`src/rtl/ssx_pkg.sv`:
```
package ssx_pkg;
  typedef enum logic [1:0] {
    PRE_DIV1  = 2'b00,
    PRE_DIV8  = 2'b01,
    PRE_DIV32 = 2'b10,
    PRE_RSVD  = 2'b11
  } presc_e;

  typedef struct packed {
    logic rise;
    logic fall;
  } edge_ev_t;
endpackage

```
`src/rtl/ssx_clkgen.sv`:
```
// Internal transfer clock: prescaler tick, then reloadable divider; toggles on underflow.
module ssx_clkgen #(
  parameter int DIV_W   = 8,
  parameter int PRE_MID = 8,
  parameter int PRE_MAX = 32
) (
  input  logic                  clk,
  input  logic                  rst,
  input  logic                  run,
  input  logic [1:0]            presc,
  input  logic [DIV_W-1:0]      div,
  output logic                  sclk,
  output ssx_pkg::edge_ev_t     ev
);
  import ssx_pkg::*;
  localparam int PCW = $clog2(PRE_MAX);

  logic [PCW-1:0]   pcnt, plim;
  logic [DIV_W-1:0] dcnt;
  logic             tick;

  always_comb begin
    case (presc_e'(presc))
      PRE_DIV1: plim = '0;
      PRE_DIV8: plim = PCW'(PRE_MID - 1);
      default:  plim = PCW'(PRE_MAX - 1);
    endcase
    tick = (pcnt == plim);
  end

  always_ff @(posedge clk) begin
    if (rst) begin
      pcnt <= '0;
      dcnt <= '0;
      sclk <= 1'b1;
      ev   <= '0;
    end else if (!run) begin
      pcnt <= '0;
      dcnt <= div;
      sclk <= 1'b1;
      ev   <= '0;
    end else begin
      ev <= '0;
      if (tick) begin
        pcnt <= '0;
        if (dcnt == '0) begin
          dcnt    <= div;
          sclk    <= ~sclk;
          ev.rise <= ~sclk;
          ev.fall <= sclk;
        end else begin
          dcnt <= dcnt - 1'b1;
        end
      end else begin
        pcnt <= pcnt + 1'b1;
      end
    end
  end
endmodule

```
`src/rtl/ssx_extsync.sv`:
```
// External clock: synchronizer chain plus edge detection in the system domain.
module ssx_extsync #(
  parameter int STAGES = 2
) (
  input  logic              clk,
  input  logic              rst,
  input  logic              pin,
  output ssx_pkg::edge_ev_t ev
);
  logic [STAGES:0] chain;

  always_ff @(posedge clk) begin
    if (rst) chain <= '1;
    else     chain <= {chain[STAGES-1:0], pin};
  end

  always_comb begin
    ev.rise = chain[STAGES-1] & ~chain[STAGES];
    ev.fall = ~chain[STAGES-1] & chain[STAGES];
  end
endmodule

```
`src/rtl/ssx_shifter.sv`:
```
// Word load, handshake gating, launch/sample shifting and completion.
module ssx_shifter #(
  parameter int DW = 8
) (
  input  logic              clk,
  input  logic              rst,
  input  logic              cfg_ext,
  input  logic              cfg_swap,
  input  logic              cfg_msb,
  input  logic              hs_en,
  input  logic              hs_rts,
  input  logic              cts_n,
  input  logic              tx_load,
  input  logic [DW-1:0]     tx_data,
  input  ssx_pkg::edge_ev_t ev,
  input  logic              sdi,
  output logic              run,
  output logic              busy,
  output logic              ev_launch,
  output logic              sdo,
  output logic              tx_empty,
  output logic              rx_done,
  output logic [DW-1:0]     rx_data,
  output logic              rts_o
);
  localparam int CW = $clog2(DW + 1);
  localparam int EW = $clog2(2 * DW + 1);

  logic          pend;
  logic [DW-1:0] txsh, rxsh, tx_nxt, rx_nxt;
  logic [CW-1:0] nsamp;
  logic [EW-1:0] nedge;
  logic          ev_any, ev_smp, launch_ok, last_smp, last_edge, finish, cts_ok;

  always_comb begin
    ev_any    = busy & (ev.rise | ev.fall);
    ev_smp    = busy & (cfg_swap ? ev.fall : ev.rise);
    ev_launch = busy & (cfg_swap ? ev.rise : ev.fall);
    launch_ok = ev_launch && (nsamp != '0) && (nsamp < CW'(DW));
    last_smp  = ev_smp && (nsamp == CW'(DW - 1));
    last_edge = ev_any && (nedge == EW'(2 * DW - 1));
    finish    = cfg_ext ? last_smp : last_edge;
    run       = busy & ~cfg_ext & ~last_edge;
    cts_ok    = ~hs_en | hs_rts | ~cts_n;
    tx_nxt    = cfg_msb ? {txsh[DW-2:0], 1'b0} : {1'b0, txsh[DW-1:1]};
    rx_nxt    = cfg_msb ? {rxsh[DW-2:0], sdi}  : {sdi, rxsh[DW-1:1]};
  end

  always_ff @(posedge clk) begin
    if (rst) begin
      pend     <= 1'b0;
      busy     <= 1'b0;
      tx_empty <= 1'b1;
      sdo      <= 1'b1;
      rx_done  <= 1'b0;
      rx_data  <= '0;
      txsh     <= '0;
      rxsh     <= '0;
      nsamp    <= '0;
      nedge    <= '0;
      rts_o    <= 1'b1;
    end else begin
      rx_done <= 1'b0;
      if (tx_load && tx_empty) begin
        txsh     <= tx_data;
        pend     <= 1'b1;
        tx_empty <= 1'b0;
        if (hs_en && hs_rts) rts_o <= 1'b0;
      end
      if (pend && cts_ok) begin
        pend  <= 1'b0;
        busy  <= 1'b1;
        sdo   <= cfg_msb ? txsh[DW-1] : txsh[0];
        nsamp <= '0;
        nedge <= '0;
      end
      if (busy) begin
        if (ev_any) nedge <= nedge + 1'b1;
        if (ev_smp) begin
          rxsh  <= rx_nxt;
          nsamp <= nsamp + 1'b1;
          if (last_smp) begin
            rx_data <= rx_nxt;
            rx_done <= 1'b1;
          end
        end
        if (launch_ok) begin
          txsh <= tx_nxt;
          sdo  <= cfg_msb ? tx_nxt[DW-1] : tx_nxt[0];
        end
        if (finish) begin
          busy     <= 1'b0;
          tx_empty <= 1'b1;
          sdo      <= 1'b1;
          rts_o    <= 1'b1;
        end
      end
      if (!(hs_en && hs_rts)) rts_o <= 1'b1;
    end
  end
endmodule

```
`src/rtl/sync_serial_shifter.sv`:
```
module sync_serial_shifter #(
  parameter int DW      = 8,
  parameter int DIV_W   = 8,
  parameter int PRE_MID = 8,
  parameter int PRE_MAX = 32,
  parameter int SYNC_N  = 2
) (
  input  logic             clk,
  input  logic             rst,
  input  logic             cfg_clk_ext,
  input  logic             cfg_edge_swap,
  input  logic             cfg_msb_first,
  input  logic             cfg_hs_off,
  input  logic             cfg_hs_rts,
  input  logic [1:0]       cfg_presc,
  input  logic [DIV_W-1:0] cfg_div,
  input  logic             tx_load,
  input  logic [DW-1:0]    tx_data,
  output logic             tx_empty,
  output logic             rx_done,
  output logic [DW-1:0]    rx_data,
  output logic             sclk_o,
  input  logic             sclk_i,
  output logic             sdo,
  input  logic             sdi,
  input  logic             cts_n,
  output logic             rts_o
);
  import ssx_pkg::*;

  edge_ev_t ev_int, ev_ext, ev_sel;
  logic     sclk_int, run, busy, ev_launch;

  ssx_clkgen #(.DIV_W(DIV_W), .PRE_MID(PRE_MID), .PRE_MAX(PRE_MAX)) u_clkgen (
    .clk(clk), .rst(rst), .run(run), .presc(cfg_presc), .div(cfg_div),
    .sclk(sclk_int), .ev(ev_int)
  );

  ssx_extsync #(.STAGES(SYNC_N)) u_extsync (
    .clk(clk), .rst(rst), .pin(sclk_i), .ev(ev_ext)
  );

  assign ev_sel = cfg_clk_ext ? ev_ext : ev_int;
  assign sclk_o = cfg_clk_ext ? 1'b1 : sclk_int;

  ssx_shifter #(.DW(DW)) u_shifter (
    .clk(clk), .rst(rst), .cfg_ext(cfg_clk_ext), .cfg_swap(cfg_edge_swap),
    .cfg_msb(cfg_msb_first), .hs_en(~cfg_hs_off), .hs_rts(cfg_hs_rts),
    .cts_n(cts_n), .tx_load(tx_load), .tx_data(tx_data), .ev(ev_sel), .sdi(sdi),
    .run(run), .busy(busy), .ev_launch(ev_launch), .sdo(sdo),
    .tx_empty(tx_empty), .rx_done(rx_done), .rx_data(rx_data), .rts_o(rts_o)
  );
endmodule

```
`config.mk`:
```
export PLATFORM = sky130hd
export DESIGN_NAME = sync_serial_shifter
export DESIGN_NICKNAME = d
export VERILOG_FILES = /design/src/rtl/ssx_pkg.sv /design/src/rtl/ssx_clkgen.sv /design/src/rtl/ssx_extsync.sv /design/src/rtl/ssx_shifter.sv /design/src/rtl/sync_serial_shifter.sv
export SDC_FILE = /design/constraint.sdc
export NUM_CORES = 1
export LEC_CHECK = 0
export CORE_MARGIN = 2
export CORE_UTILIZATION = 49
export CTS_BUF_LIST = sky130_fd_sc_hd__clkbuf_4
export CTS_CLUSTER_SIZE = 20
export DETAILED_ROUTE_END_ITERATION = 6
export PLACE_DENSITY_LB_ADDON = 0.1
export SYNTH_ARGS = -nofsm -noshare
export SYNTH_HDL_FRONTEND = slang
export SYNTH_HIERARCHICAL = 1
export SYNTH_SLANG_ARGS = --single-unit
```
`constraint.sdc`:
```
create_clock -name clk -period 2.95 [get_ports clk]
set_input_delay 0.59 -clock clk [delete_from_list [all_inputs] [get_ports clk]]
set_output_delay 0.59 -clock clk [all_outputs]
set_load 0.01 [all_outputs]
```
# After elaboration in Yosys (flattened, before gate mapping)

Cells that the tools add are included.

Bits of input ports: 29
Output and inout port bits: 13
Bits in registers: 58
Logic and storage cells: 105

Order comparisons: 1
Reduce and logical (&&, ||, !) cells: 19
Bitwise gates (word level): 23
Equal/unequal tests: 5
Add/subtract/negate cells: 4
Mux-type cells: 36

Operators with widths:

| cell                | number |
|---|---|
| $mux 8              | 8 |
| $mux 1              | 20 |
| $mux 5              | 3 |
| $not 1->1           | 13 |
| $mux 4              | 3 |
| $add 5x1->5 const B | 2 |
| $pmux 5 s2          | 1 |
| $logic_not 8->1     | 1 |
| $sub 8x1->8 const B | 1 |
| $and 1x1->1         | 7 |
| $logic_and 1x1->1   | 7 |
| $reduce_or 2->1     | 3 |
| $reduce_or 3->1     | 2 |
| $eq 5x4->1 const B  | 1 |
| $eq 5x5->1          | 1 |
| $add 4x1->4 const B | 1 |
| $eq 4x3->1 const B  | 1 |
| $lt 4x4->1 const B  | 1 |
| $reduce_and 2->1    | 2 |
| $reduce_bool 4->1   | 1 |
| $reduce_or 4->1     | 1 |
| $or 1x1->1          | 3 |
| $reduce_and 3->1    | 1 |
| $eq 2x1->1 const B  | 1 |
| 3 further kinds     | 3 |

# Longest topological paths before layout

Gate-level depths: netlist of the first run.

Depth in word-level cells: 10
Depth in mapped cells: 9
Gate-level depth less buffers: 8

# Modules after synthesis

Netlist of the first run, hierarchy kept.

By module, submodules not included:

| module              | area each (µm²) | seq. area each (µm²) | instances | cells an instance |
|---|---|---|---|---|
| ssx_shifter         | 1845.5          | 780.7                | 1         | 189 |
| ssx_clkgen          | 1012.2          | 320.3                | 1         | 124 |
| ssx_extsync         | 92.6            | 60.1                 | 1         | 8 |
| sync_serial_shifter | 32.5            | 0.0                  | 1         | 4 |

# Worst setup path after synthesis of the first run

Ideal clock, no wire load.

Kind: input to register
From: in cfg_clk_ext
To: reg u_clkgen.dcnt[0]
Buffers on the path: 1
Library setup time: 0.058 ns
Stages on the path: 8
Required time: 2.892 ns
Path slack: 0.515 ns
Arrival time: 2.377 ns
Cell sequence: mux2_2 > o21a_1 > a21oi_1 > inv_1 > or3_1 > clkbuf_1 > a311oi_1 > or3_1

Longest elaborated chain between the ends: 7
Elaborated cells on any way between the ends: 10
Those cells by class: 1 x eq/ne; 2 x mux; 6 x bitwise; 1 x reduce/logical

RTL lines:

| element                                                      | RTL line                  | source |
|---|---|---|
| start, declared                                              | sync_serial_shifter.sv:10 | `input logic cfg_clk_ext,` |
| $mux 2                                                       | sync_serial_shifter.sv:43 | `assign ev_sel = cfg_clk_ext ? ev_ext : ev_int;` |
| $or 1x1->1                                                   | ssx_shifter.sv:36         | `ev_any = busy & (ev.rise \| ev.fall);` |
| $and 1x1->1                                                  | ssx_shifter.sv:36         |  |
| $logic_and 1x1->1                                            | ssx_shifter.sv:41         | `last_edge = ev_any && (nedge == EW'(2 * DW - 1));` |
| $not 1->1                                                    | ssx_shifter.sv:43         | `run = busy & ~cfg_ext & ~last_edge;` |
| $and 1x1->1 *                                                | ssx_shifter.sv:43         |  |
| via run                                                      | sync_serial_shifter.sv:32 | `logic sclk_int, run, busy, ev_launch;` |
| $ne 2x2->1 (no source line) / $mux 8 (equally long branches) | -                         |  |
| end signal, assigned                                         | ssx_clkgen.sv:39          | `dcnt <= div;` |
| end signal, assigned                                         | ssx_clkgen.sv:47          | `dcnt <= div;` |
| end signal, assigned                                         | ssx_clkgen.sv:52          | `dcnt <= dcnt - 1'b1;` |
| end, declared                                                | ssx_clkgen.sv:19          | `logic [DIV_W-1:0] dcnt;` |

Mark *: on every way through the listed nets, which the timed path passes. The rest lies on a longest branch.
A chain may end at the register's enable or synchronous reset.

==> impl_results.html, run 1 <==
<table>
<tr><th>Metric</th><th>Value</th></tr>
<tr><th colspan="2">Timing</th></tr>
<tr><td>Unrepaired setup endpoints after global routing</td><td>no</td></tr>
<tr><td>Slew at the pin closest to its max-slew limit</td><td>approximately 0.92 ns</td></tr>
<tr><td>Setup TNS</td><td>0 ns</td></tr>
<tr><td>Number of endpoints failing setup at the final stage</td><td>0</td></tr>
<tr><td>Period minus WS final</td><td>2.607 ns</td></tr>
<tr><td>Max-slew violation total from the final report</td><td>0</td></tr>
<tr><td>Number of failing hold endpoints at the final stage</td><td>0</td></tr>
<tr><td>Max Clk Rate</td><td>approximately 380 MHz</td></tr>
<tr><td>Relative max-transition margin</td><td>0.3849</td></tr>
<tr><td>Max Clock Skew</td><td>0.01197 ns</td></tr>
<tr><td>Part of the cycle the worst path needs</td><td>0.8838</td></tr>
<tr><th colspan="2">Global routing</th></tr>
<tr><td>Remaining global-route overflow</td><td>0</td></tr>
<tr><td>Vias in the first global route</td><td>2465</td></tr>
<tr><td>Global-route wire length before repair</td><td>between 10000 and 15000 µm</td></tr>
<tr><td>Maximum number of pins on one net before global-route repair</td><td>23</td></tr>
<tr><td>Total Routing Usage GR</td><td>0.2190</td></tr>
<tr><td>Antenna violations before repair</td><td>0</td></tr>
<tr><th colspan="2">Worst hold path</th></tr>
<tr><td>Min-Delay Path Class</td><td>register to register</td></tr>
<tr><td>Worst hold path startpoint</td><td>u_extsync/chain[0]</td></tr>
<tr><th colspan="2">Setup path</th></tr>
<tr><td>Ordered cell list for the critical path</td><td>clkdlybuf4s50_1 -&gt; mux2_2 -&gt; o21a_1 -&gt; a21oi_1 -&gt; inv_1 -&gt; or3_1 -&gt; a311oi_1 -&gt; or3_1</td></tr>
<tr><td>Worst r2r src</td><td>u_extsync/chain[1]</td></tr>
<tr><td>Crit path from</td><td>cfg_clk_ext</td></tr>
<tr><td>Largest stage delay on the critical path</td><td>0.54 ns</td></tr>
<tr><td>CP endpoint kind</td><td>register</td></tr>
<tr><td>CP Max Fanout</td><td>6</td></tr>
<tr><td>Crit path launch type</td><td>input port</td></tr>
<tr><td>Most frequent CP cell</td><td>sky130_fd_sc_hd__or3_1</td></tr>
<tr><td>Critical-path top delay cell</td><td>sky130_fd_sc_hd__clkdlybuf4s50_1</td></tr>
<tr><td>Crit Path Class</td><td>input port to register</td></tr>
<tr><td>Worst endpoint required time</td><td>between 3 and 4 ns</td></tr>
<tr><td>Register-to-Register Setup Slack</td><td>0.67 ns</td></tr>
<tr><td>Critical path data arrival time</td><td>2.95 ns</td></tr>
<tr><th colspan="2">Final layout</th></tr>
<tr><td>Most frequent cells in the layout</td><td>sky130_fd_sc_hd__dfxtp_1, sky130_fd_sc_hd__clkdlybuf4s50_1, sky130_fd_sc_hd__nor2_1, sky130_fd_sc_hd__a211oi_1, sky130_fd_sc_hd__mux2i_1</td></tr>
<tr><td>Share of cells above drive strength 1</td><td>0.1425</td></tr>
<tr><td>Final standard cell area without fillers</td><td>3647 µm²</td></tr>
<tr><td>Signed area change from the synthesized netlist to the final layout</td><td>22.63%</td></tr>
<tr><td>Multi-input logic area</td><td>1660 µm²</td></tr>
<tr><td>Number of nets at the end of the flow</td><td>410</td></tr>
<tr><td>Area of all sequential standard cells</td><td>1161 µm²</td></tr>
<tr><td>Antenna Diode Count</td><td>0</td></tr>
<tr><td>Number of inserted filler cells in the final layout</td><td>about 540</td></tr>
<tr><td>Leading cell type in the layout, fill and taps excluded</td><td>sky130_fd_sc_hd__dfxtp_1</td></tr>
<tr><th colspan="2">Logic synthesis</th></tr>
<tr><td>Post-Syn Nets</td><td>360</td></tr>
<tr><td>Mapped Area</td><td>between 2000 and 3000 µm²</td></tr>
<tr><td>Count of warnings emitted by yosys</td><td>6</td></tr>
<tr><td>Mapped Avg Cell Area</td><td>9.179 µm²</td></tr>
<tr><td>Instance count of the mapped netlist</td><td>324</td></tr>
<tr><th colspan="2">Clock network</th></tr>
<tr><td>Hold_buf cts</td><td>0</td></tr>
<tr><td>Clock Sink Count</td><td>58</td></tr>
<tr><td>Resized Gates After CTS</td><td>0</td></tr>
<tr><td>Bufs on Longest Clock Path</td><td>2</td></tr>
<tr><td>Postcts setup bufs</td><td>0</td></tr>
<tr><td>CTS tree</td><td>done</td></tr>
<tr><td>Clock slew at the register clock pins of the worst setup and hold paths</td><td>0.10 ns</td></tr>
<tr><td>Worst-skew pair later-pin latency</td><td>0.39 ns</td></tr>
<tr><td>Number of buffers created by CTS</td><td>9</td></tr>
<tr><td>Clock tree root driver cell</td><td>sky130_fd_sc_hd__clkbuf_4</td></tr>
<tr><td>CTS H-Tree Depth</td><td>3</td></tr>
<tr><th colspan="2">Routing</th></tr>
<tr><td>Final WL</td><td>6652 µm</td></tr>
<tr><td>Via-per-instance ratio</td><td>between 5 and 6</td></tr>
<tr><td>DR iter-0 viols</td><td>135</td></tr>
<tr><td>Total vias in the final route</td><td>2595</td></tr>
<tr><td>Avg WL per Cell</td><td>14.65 µm</td></tr>
<tr><td>Antenna-violating nets left</td><td>0</td></tr>
<tr><td>Number of optimization iterations in the first detailed-route pass</td><td>5</td></tr>
<tr><td>Number of remaining DRC errors</td><td>0</td></tr>
<tr><th colspan="2">Die</th></tr>
<tr><td>Area of the core</td><td>5886 µm²</td></tr>
<tr><td>Initial cell density of the core</td><td>0.5053</td></tr>
<tr><td>Die Area</td><td>approximately 6700 µm²</td></tr>
<tr><td>Top-level I/O count</td><td>42</td></tr>
<tr><td>Height of the chip</td><td>around 80 µm</td></tr>
<tr><td>Width of the chip</td><td>approximately 82 µm</td></tr>
<tr><td>Standard-cell rows</td><td>28</td></tr>
<tr><th colspan="2">Placed design</th></tr>
<tr><td>Final HPWL DP</td><td>4723 µm</td></tr>
<tr><td>Final RePlAce weighted congestion</td><td>0.8614</td></tr>
<tr><td>Area after DPL</td><td>3491 µm²</td></tr>
<tr><td>Port bufs</td><td>41</td></tr>
<tr><th colspan="2">Job</th></tr>
<tr><td>Max-cap violations</td><td>0</td></tr>
<tr><th colspan="2">Power</th></tr>
<tr><td>Power Density</td><td>between 400 and 500 nW/µm²</td></tr>
<tr><td>Post-layout power</td><td>1.668 mW</td></tr>
<tr><td>Standby leakage power</td><td>~1.4 nW</td></tr>
<tr><td>Worst supply voltage drop on vdd</td><td>about 0.00032 V</td></tr>
<tr><th colspan="2">Status</th></tr>
<tr><td>Status</td><td>finished clean</td></tr>
</table>
## stage by stage
step	setup WS, ns	hold slack (ns)	utilization	cells
2_1_floorplan	0.5152	0.3854	-	324
3_3_place_gp	0.02851	0.3914	0.5931	438
3_5_place_dp	-0.06045	0.4251	0.5931	438
4_1_cts	0.3622	0.4469	0.6197	454
5_1_grt	0.1666	0.4634	0.6197	454
6_report	0.3429	0.4376	0.6197	454
## state kept, by name, indices dropped and copies added, names as in the netlist
| signal | cells |
|---|---|
| u_extsync/chain | 3 |
| u_shifter/rts_o | 1 |
| u_shifter/txsh | 8 |
| u_shifter/tx_empty | 1 |
| u_shifter/rx_data | 8 |
| u_clkgen/ev | 2 |
| u_shifter/pend | 1 |
| u_clkgen/sclk | 1 |
| u_shifter/rxsh | 8 |
| u_shifter/busy | 1 |
| u_clkgen/dcnt | 8 |
| u_shifter/nedge | 5 |
| u_shifter/sdo | 1 |
| u_clkgen/pcnt | 5 |
| u_shifter/rx_done | 1 |
| u_shifter/nsamp | 4 |
## critical path: cells and delay by family
family,cells,cell delay (ns)
AOI/OAI and AO/OA,3,0.68
buffers and inverters,2,0.67
muxes,1,0.36
and+or+nand+nor,2,0.65
## cell type report
| cell class | count | area share |
|---|---|---|
| clock buffer | 10 | 0.02058 |
| clock inverter | 6 | 0.02230 |
| inverter | 16 | 0.01647 |
| multi-input combinational | 234 | 0.4552 |
| sequential | 58 | 0.3184 |
| tap | 75 | 0.02573 |
| timing repair buffer | 55 | 0.1413 |
## report_power, final
| group | leakage [nW] | switching [mW] | internal (mW) |
|---|---|---|---|
| clock network | 0.0838 | 0.285 | 0.348 |
| registers | 0.472 | 0.0247 | 0.804 |
| logic | 0.832 | 0.103 | 0.104 |
| total | 1.39 | 0.413 | 1.26 |
## final timing paths
| path | to | depth (start not counted) |
|---|---|---|
| worst min-delay path | u_extsync/chain[1] | 1 |
| worst max-delay path | u_clkgen/dcnt[0] | 8 |
| worst max register to register | u_clkgen/dcnt[0] | 8 |
| worst min register to register | u_extsync/chain[1] | 1 |
## metal layers
layer | vias up | GRT usage | wire (µm)
li1 | 1304 | - | -
met1 | 1229 | 0.2537 | 2852
met2 | 57 | 0.3846 | 3458
met3 | 5 | 0.06703 | 277
met4 | 0 | 0.06833 | 63
met5 | - | 0 | 0
Power figures use the tool's default switching activity.
==> run 2: changes to the inputs <==
GPL_TIMING_DRIVEN = 0   (was unset)
==> impl_results.html, run 2 (synthesis results as in run 1) <==
<table>
<tr><th>Metric</th><th>Value</th></tr>
<tr><th colspan="2">Setup path</th></tr>
<tr><td>CP Max Fanout</td><td>7 (+1)</td></tr>
<tr><td>Worst reg2reg path endpoint</td><td>u_clkgen/dcnt[0]</td></tr>
<tr><td>Crit path launch type</td><td>input port</td></tr>
<tr><td>Critical path data arrival time</td><td>3.20 ns (+0.25 ns)</td></tr>
<tr><td>Crit path from</td><td>cfg_clk_ext</td></tr>
<tr><td>Critical Path Sink</td><td>u_clkgen/dcnt[0]</td></tr>
<tr><td>Reg2Reg Depth</td><td>9 (+1)</td></tr>
<tr><td>Register-to-Register Setup Slack</td><td>0.47 ns (-0.20 ns)</td></tr>
<tr><td>Crit Path Class</td><td>input port to register</td></tr>
<tr><td>Worst endpoint required time</td><td>3.28 ns (about the same)</td></tr>
<tr><td>CP endpoint kind</td><td>register</td></tr>
<tr><td>Worst r2r src</td><td>u_extsync/chain[1]</td></tr>
<tr><th colspan="2">Clock network</th></tr>
<tr><td>Number of buffers created by CTS</td><td>9 (unchanged)</td></tr>
<tr><td>Hold_buf cts</td><td>0 (unchanged)</td></tr>
<tr><td>CTS tree</td><td>done</td></tr>
<tr><td>Clock tree root driver cell</td><td>sky130_fd_sc_hd__clkbuf_4</td></tr>
<tr><td>Worst-skew pair later-pin latency</td><td>0.40 ns (about the same)</td></tr>
<tr><td>CTS H-Tree Depth</td><td>3 (unchanged)</td></tr>
<tr><td>Bufs on Longest Clock Path</td><td>2 (unchanged)</td></tr>
<tr><td>Postcts setup bufs</td><td>0 (unchanged)</td></tr>
<tr><td>Clock slew at the register clock pins of the worst setup and hold paths</td><td>0.10 ns (about the same)</td></tr>
<tr><td>Clock Sink Count</td><td>58 (unchanged)</td></tr>
<tr><th colspan="2">Final layout</th></tr>
<tr><td>Number of inserted filler cells in the final layout</td><td>533 (-1.5%)</td></tr>
<tr><td>Number of nets at the end of the flow</td><td>410 (unchanged)</td></tr>
<tr><td>Final standard cell area without fillers</td><td>3632 µm² (-0.41%)</td></tr>
<tr><td>Leading cell type in the layout, fill and taps excluded</td><td>sky130_fd_sc_hd__dfxtp_1</td></tr>
<tr><td>Antenna Diode Count</td><td>0 (unchanged)</td></tr>
<tr><td>Most frequent cells in the layout</td><td>sky130_fd_sc_hd__dfxtp_1, sky130_fd_sc_hd__clkdlybuf4s50_1, sky130_fd_sc_hd__nor2_1, sky130_fd_sc_hd__a211oi_1, sky130_fd_sc_hd__mux2i_1</td></tr>
<tr><td>Fraction of the core area covered by cells at the end of the flow</td><td>0.6171 (-0.002551)</td></tr>
<tr><td>Share of cells above drive strength 1</td><td>0.1425 (unchanged)</td></tr>
<tr><td>Signed area change from the synthesized netlist to the final layout</td><td>22.13%</td></tr>
<tr><th colspan="2">Power</th></tr>
<tr><td>Clock power frac</td><td>0.385 (+0.005)</td></tr>
<tr><td>Switching portion of total power</td><td>0.2577 (+0.01018)</td></tr>
<tr><td>Relative contribution of combinational cells to total power</td><td>0.121 (-0.003)</td></tr>
<tr><td>Worst supply voltage drop on vdd</td><td>0.0002340 V (-26%)</td></tr>
<tr><td>Power Density</td><td>461.5 nW/µm² (+0.90%)</td></tr>
<tr><td>Standby leakage power</td><td>1.370 nW (-1.2%)</td></tr>
<tr><td>Relative contribution of sequential cells to total power</td><td>0.493 (-0.004)</td></tr>
<tr><td>Cell internal pwr</td><td>1.244 mW (-0.88%)</td></tr>
<tr><td>Net Sw Power</td><td>431.9 µW (+4.6%)</td></tr>
<tr><th colspan="2">Global routing</th></tr>
<tr><td>Remaining global-route overflow</td><td>0 (unchanged)</td></tr>
<tr><td>Total Routing Usage GR</td><td>0.2111 (-0.007897)</td></tr>
<tr><td>Maximum number of pins on one net before global-route repair</td><td>12 (-48%)</td></tr>
<tr><td>Global-route wire length before repair</td><td>10940 µm (-3.0%)</td></tr>
<tr><td>Antenna violations before repair</td><td>0 (unchanged)</td></tr>
<tr><td>Vias in the first global route</td><td>2412 (-2.2%)</td></tr>
<tr><th colspan="2">Timing</th></tr>
<tr><td>Slew at the pin closest to its max-slew limit</td><td>0.6386 ns (-0.2801 ns)</td></tr>
<tr><td>Period minus WS final</td><td>2.862 ns (+0.2552 ns)</td></tr>
<tr><td>Number of failing hold endpoints at the final stage</td><td>0 (unchanged)</td></tr>
<tr><td>Max-slew violation total from the final report</td><td>0 (unchanged)</td></tr>
<tr><td>Max Clock Skew</td><td>0.01778 ns (+0.005803 ns)</td></tr>
<tr><td>Max Clk Rate</td><td>349.4 MHz (-8.9%)</td></tr>
<tr><td>Part of the cycle the worst path needs</td><td>0.9703 (+0.08651)</td></tr>
<tr><td>Worst-case setup margin in the final layout</td><td>0.08765 ns (-0.2552 ns)</td></tr>
<tr><td>Number of endpoints failing setup at the final stage</td><td>0 (unchanged)</td></tr>
<tr><td>Unrepaired setup endpoints after global routing</td><td>no</td></tr>
<tr><td>Relative max-transition margin</td><td>0.5727 (+0.1877)</td></tr>
<tr><th colspan="2">Placed design</th></tr>
<tr><td>Final RePlAce weighted congestion</td><td>0.8828 (+2.5%)</td></tr>
<tr><td>Port bufs</td><td>39 (-4.9%)</td></tr>
<tr><td>Final HPWL DP</td><td>4813 µm (+1.9%)</td></tr>
<tr><td>Dpl ws</td><td>-0.4646 ns (-0.4041 ns)</td></tr>
<tr><td>Area after DPL</td><td>3458 µm² (-0.93%)</td></tr>
<tr><th colspan="2">Worst hold path</th></tr>
<tr><td>Min-Delay Path Class</td><td>register to register</td></tr>
<tr><th colspan="2">Die</th></tr>
<tr><td>Standard-cell rows</td><td>28 (unchanged)</td></tr>
<tr><td>Initial cell density of the core</td><td>0.5053 (unchanged)</td></tr>
<tr><td>Width of the chip</td><td>81.91 µm (unchanged)</td></tr>
<tr><td>Height of the chip</td><td>81.91 µm (unchanged)</td></tr>
<tr><td>Area of the core</td><td>5886 µm² (unchanged)</td></tr>
<tr><td>Die Area</td><td>6708 µm² (unchanged)</td></tr>
<tr><td>Top-level I/O count</td><td>42 (unchanged)</td></tr>
<tr><th colspan="2">Routing</th></tr>
<tr><td>DR iter-0 viols</td><td>94 (-30%)</td></tr>
<tr><td>Via-per-instance ratio</td><td>5.630 (-1.5%)</td></tr>
<tr><td>Total vias in the final route</td><td>2556 (-1.5%)</td></tr>
<tr><td>Antenna-violating nets left</td><td>0 (unchanged)</td></tr>
<tr><td>Avg WL per Cell</td><td>14.58 µm (-0.48%)</td></tr>
<tr><td>Final WL</td><td>6620 µm (-0.48%)</td></tr>
<tr><td>Number of optimization iterations in the first detailed-route pass</td><td>5 (unchanged)</td></tr>
<tr><td>Number of remaining DRC errors</td><td>0 (unchanged)</td></tr>
<tr><th colspan="2">Job</th></tr>
<tr><td>Max-cap violations</td><td>0 (unchanged)</td></tr>
<tr><th colspan="2">Status</th></tr>
<tr><td>Status</td><td>finished clean</td></tr>
</table>
==> run 2: area by class of cell <==
cell class,count,area [µm²],area share
multi-input combinational,234,1672,0.4602
sequential,58,1161,0.3197
timing repair buffer,39,390.4,0.1075
clock inverter,7,93.84,0.02584
buffer,16,93.84,0.02584
tap,75,93.84,0.02584
clock buffer,9,67.56,0.01860
inverter,16,60.06,0.01653
==> run 2: per-layer routing <==
metal  vias up  wire [µm]  track usage
met3        10        278      0.04505
met1      1181       2993       0.2560
met5         -          0            0
li1       1309          -            -
met2        56       3266       0.3626
met4         0         82      0.08500
==> run 2: worst min path at each step <==
| stage | startpoint | to | slack [ns] | cells past startpoint |
|---|---|---|---|---|
| 5_1_grt | u_extsync/chain[0] | u_extsync/chain[1] | 0.43 | 1 |
| 3_5_place_dp | u_extsync/chain[0] | u_extsync/chain[1] | 0.40 | 1 |
| 4_1_cts | u_extsync/chain[0] | u_extsync/chain[1] | 0.42 | 1 |
| 3_3_place_gp | u_extsync/chain[0] | u_extsync/chain[1] | 0.40 | 1 |
| 6_report | u_extsync/chain[0] | u_extsync/chain[1] | 0.42 | 1 |
| 2_1_floorplan | u_extsync/chain[0] | u_extsync/chain[1] | 0.39 | 1 |
==> run 2: critical path, stage by stage <==
cell and delay (ns):
sky130_fd_sc_hd__clkdlybuf4s50_1 0.58, sky130_fd_sc_hd__mux2_2 0.41, sky130_fd_sc_hd__o21a_1 0.29, sky130_fd_sc_hd__a21oi_4 0.22, sky130_fd_sc_hd__inv_2 0.11, sky130_fd_sc_hd__or3_1 0.37
sky130_fd_sc_hd__clkbuf_1 0.19, sky130_fd_sc_hd__a311oi_1 0.30, sky130_fd_sc_hd__or3_1 0.15
==> run 2: timing repair <==
action                     4_1_cts  5_1_grt
resized for setup                1        4
hold endpoints to repair         0        0
setup endpoints to repair        1        2
==> run 2: through the flow <==
stage | hold slack (ns) | setup TNS, ns | instances | total power, mW
after floorplan | 0.3854 | 0 | 324 | 0.9649
after global placement | 0.3970 | -3.663 | 438 | 1.043
after detailed placement | 0.3996 | -3.793 | 438 | 1.046
after CTS | 0.4238 | 0 | 454 | 1.692
after global routing | 0.4326 | 0 | 454 | 1.751
final | 0.4190 | 0 | 454 | 1.676
==> run 2: power by group through the flow <==
stage	Clock (mW)	Sequential, mW	Combinational, mW
5_1_grt	0.697	0.830	0.224
3_5_place_dp	0	0.845	0.201
6_report	0.645	0.827	0.204
4_1_cts	0.663	0.827	0.202
2_1_floorplan	0	0.839	0.125
3_3_place_gp	0	0.844	0.199
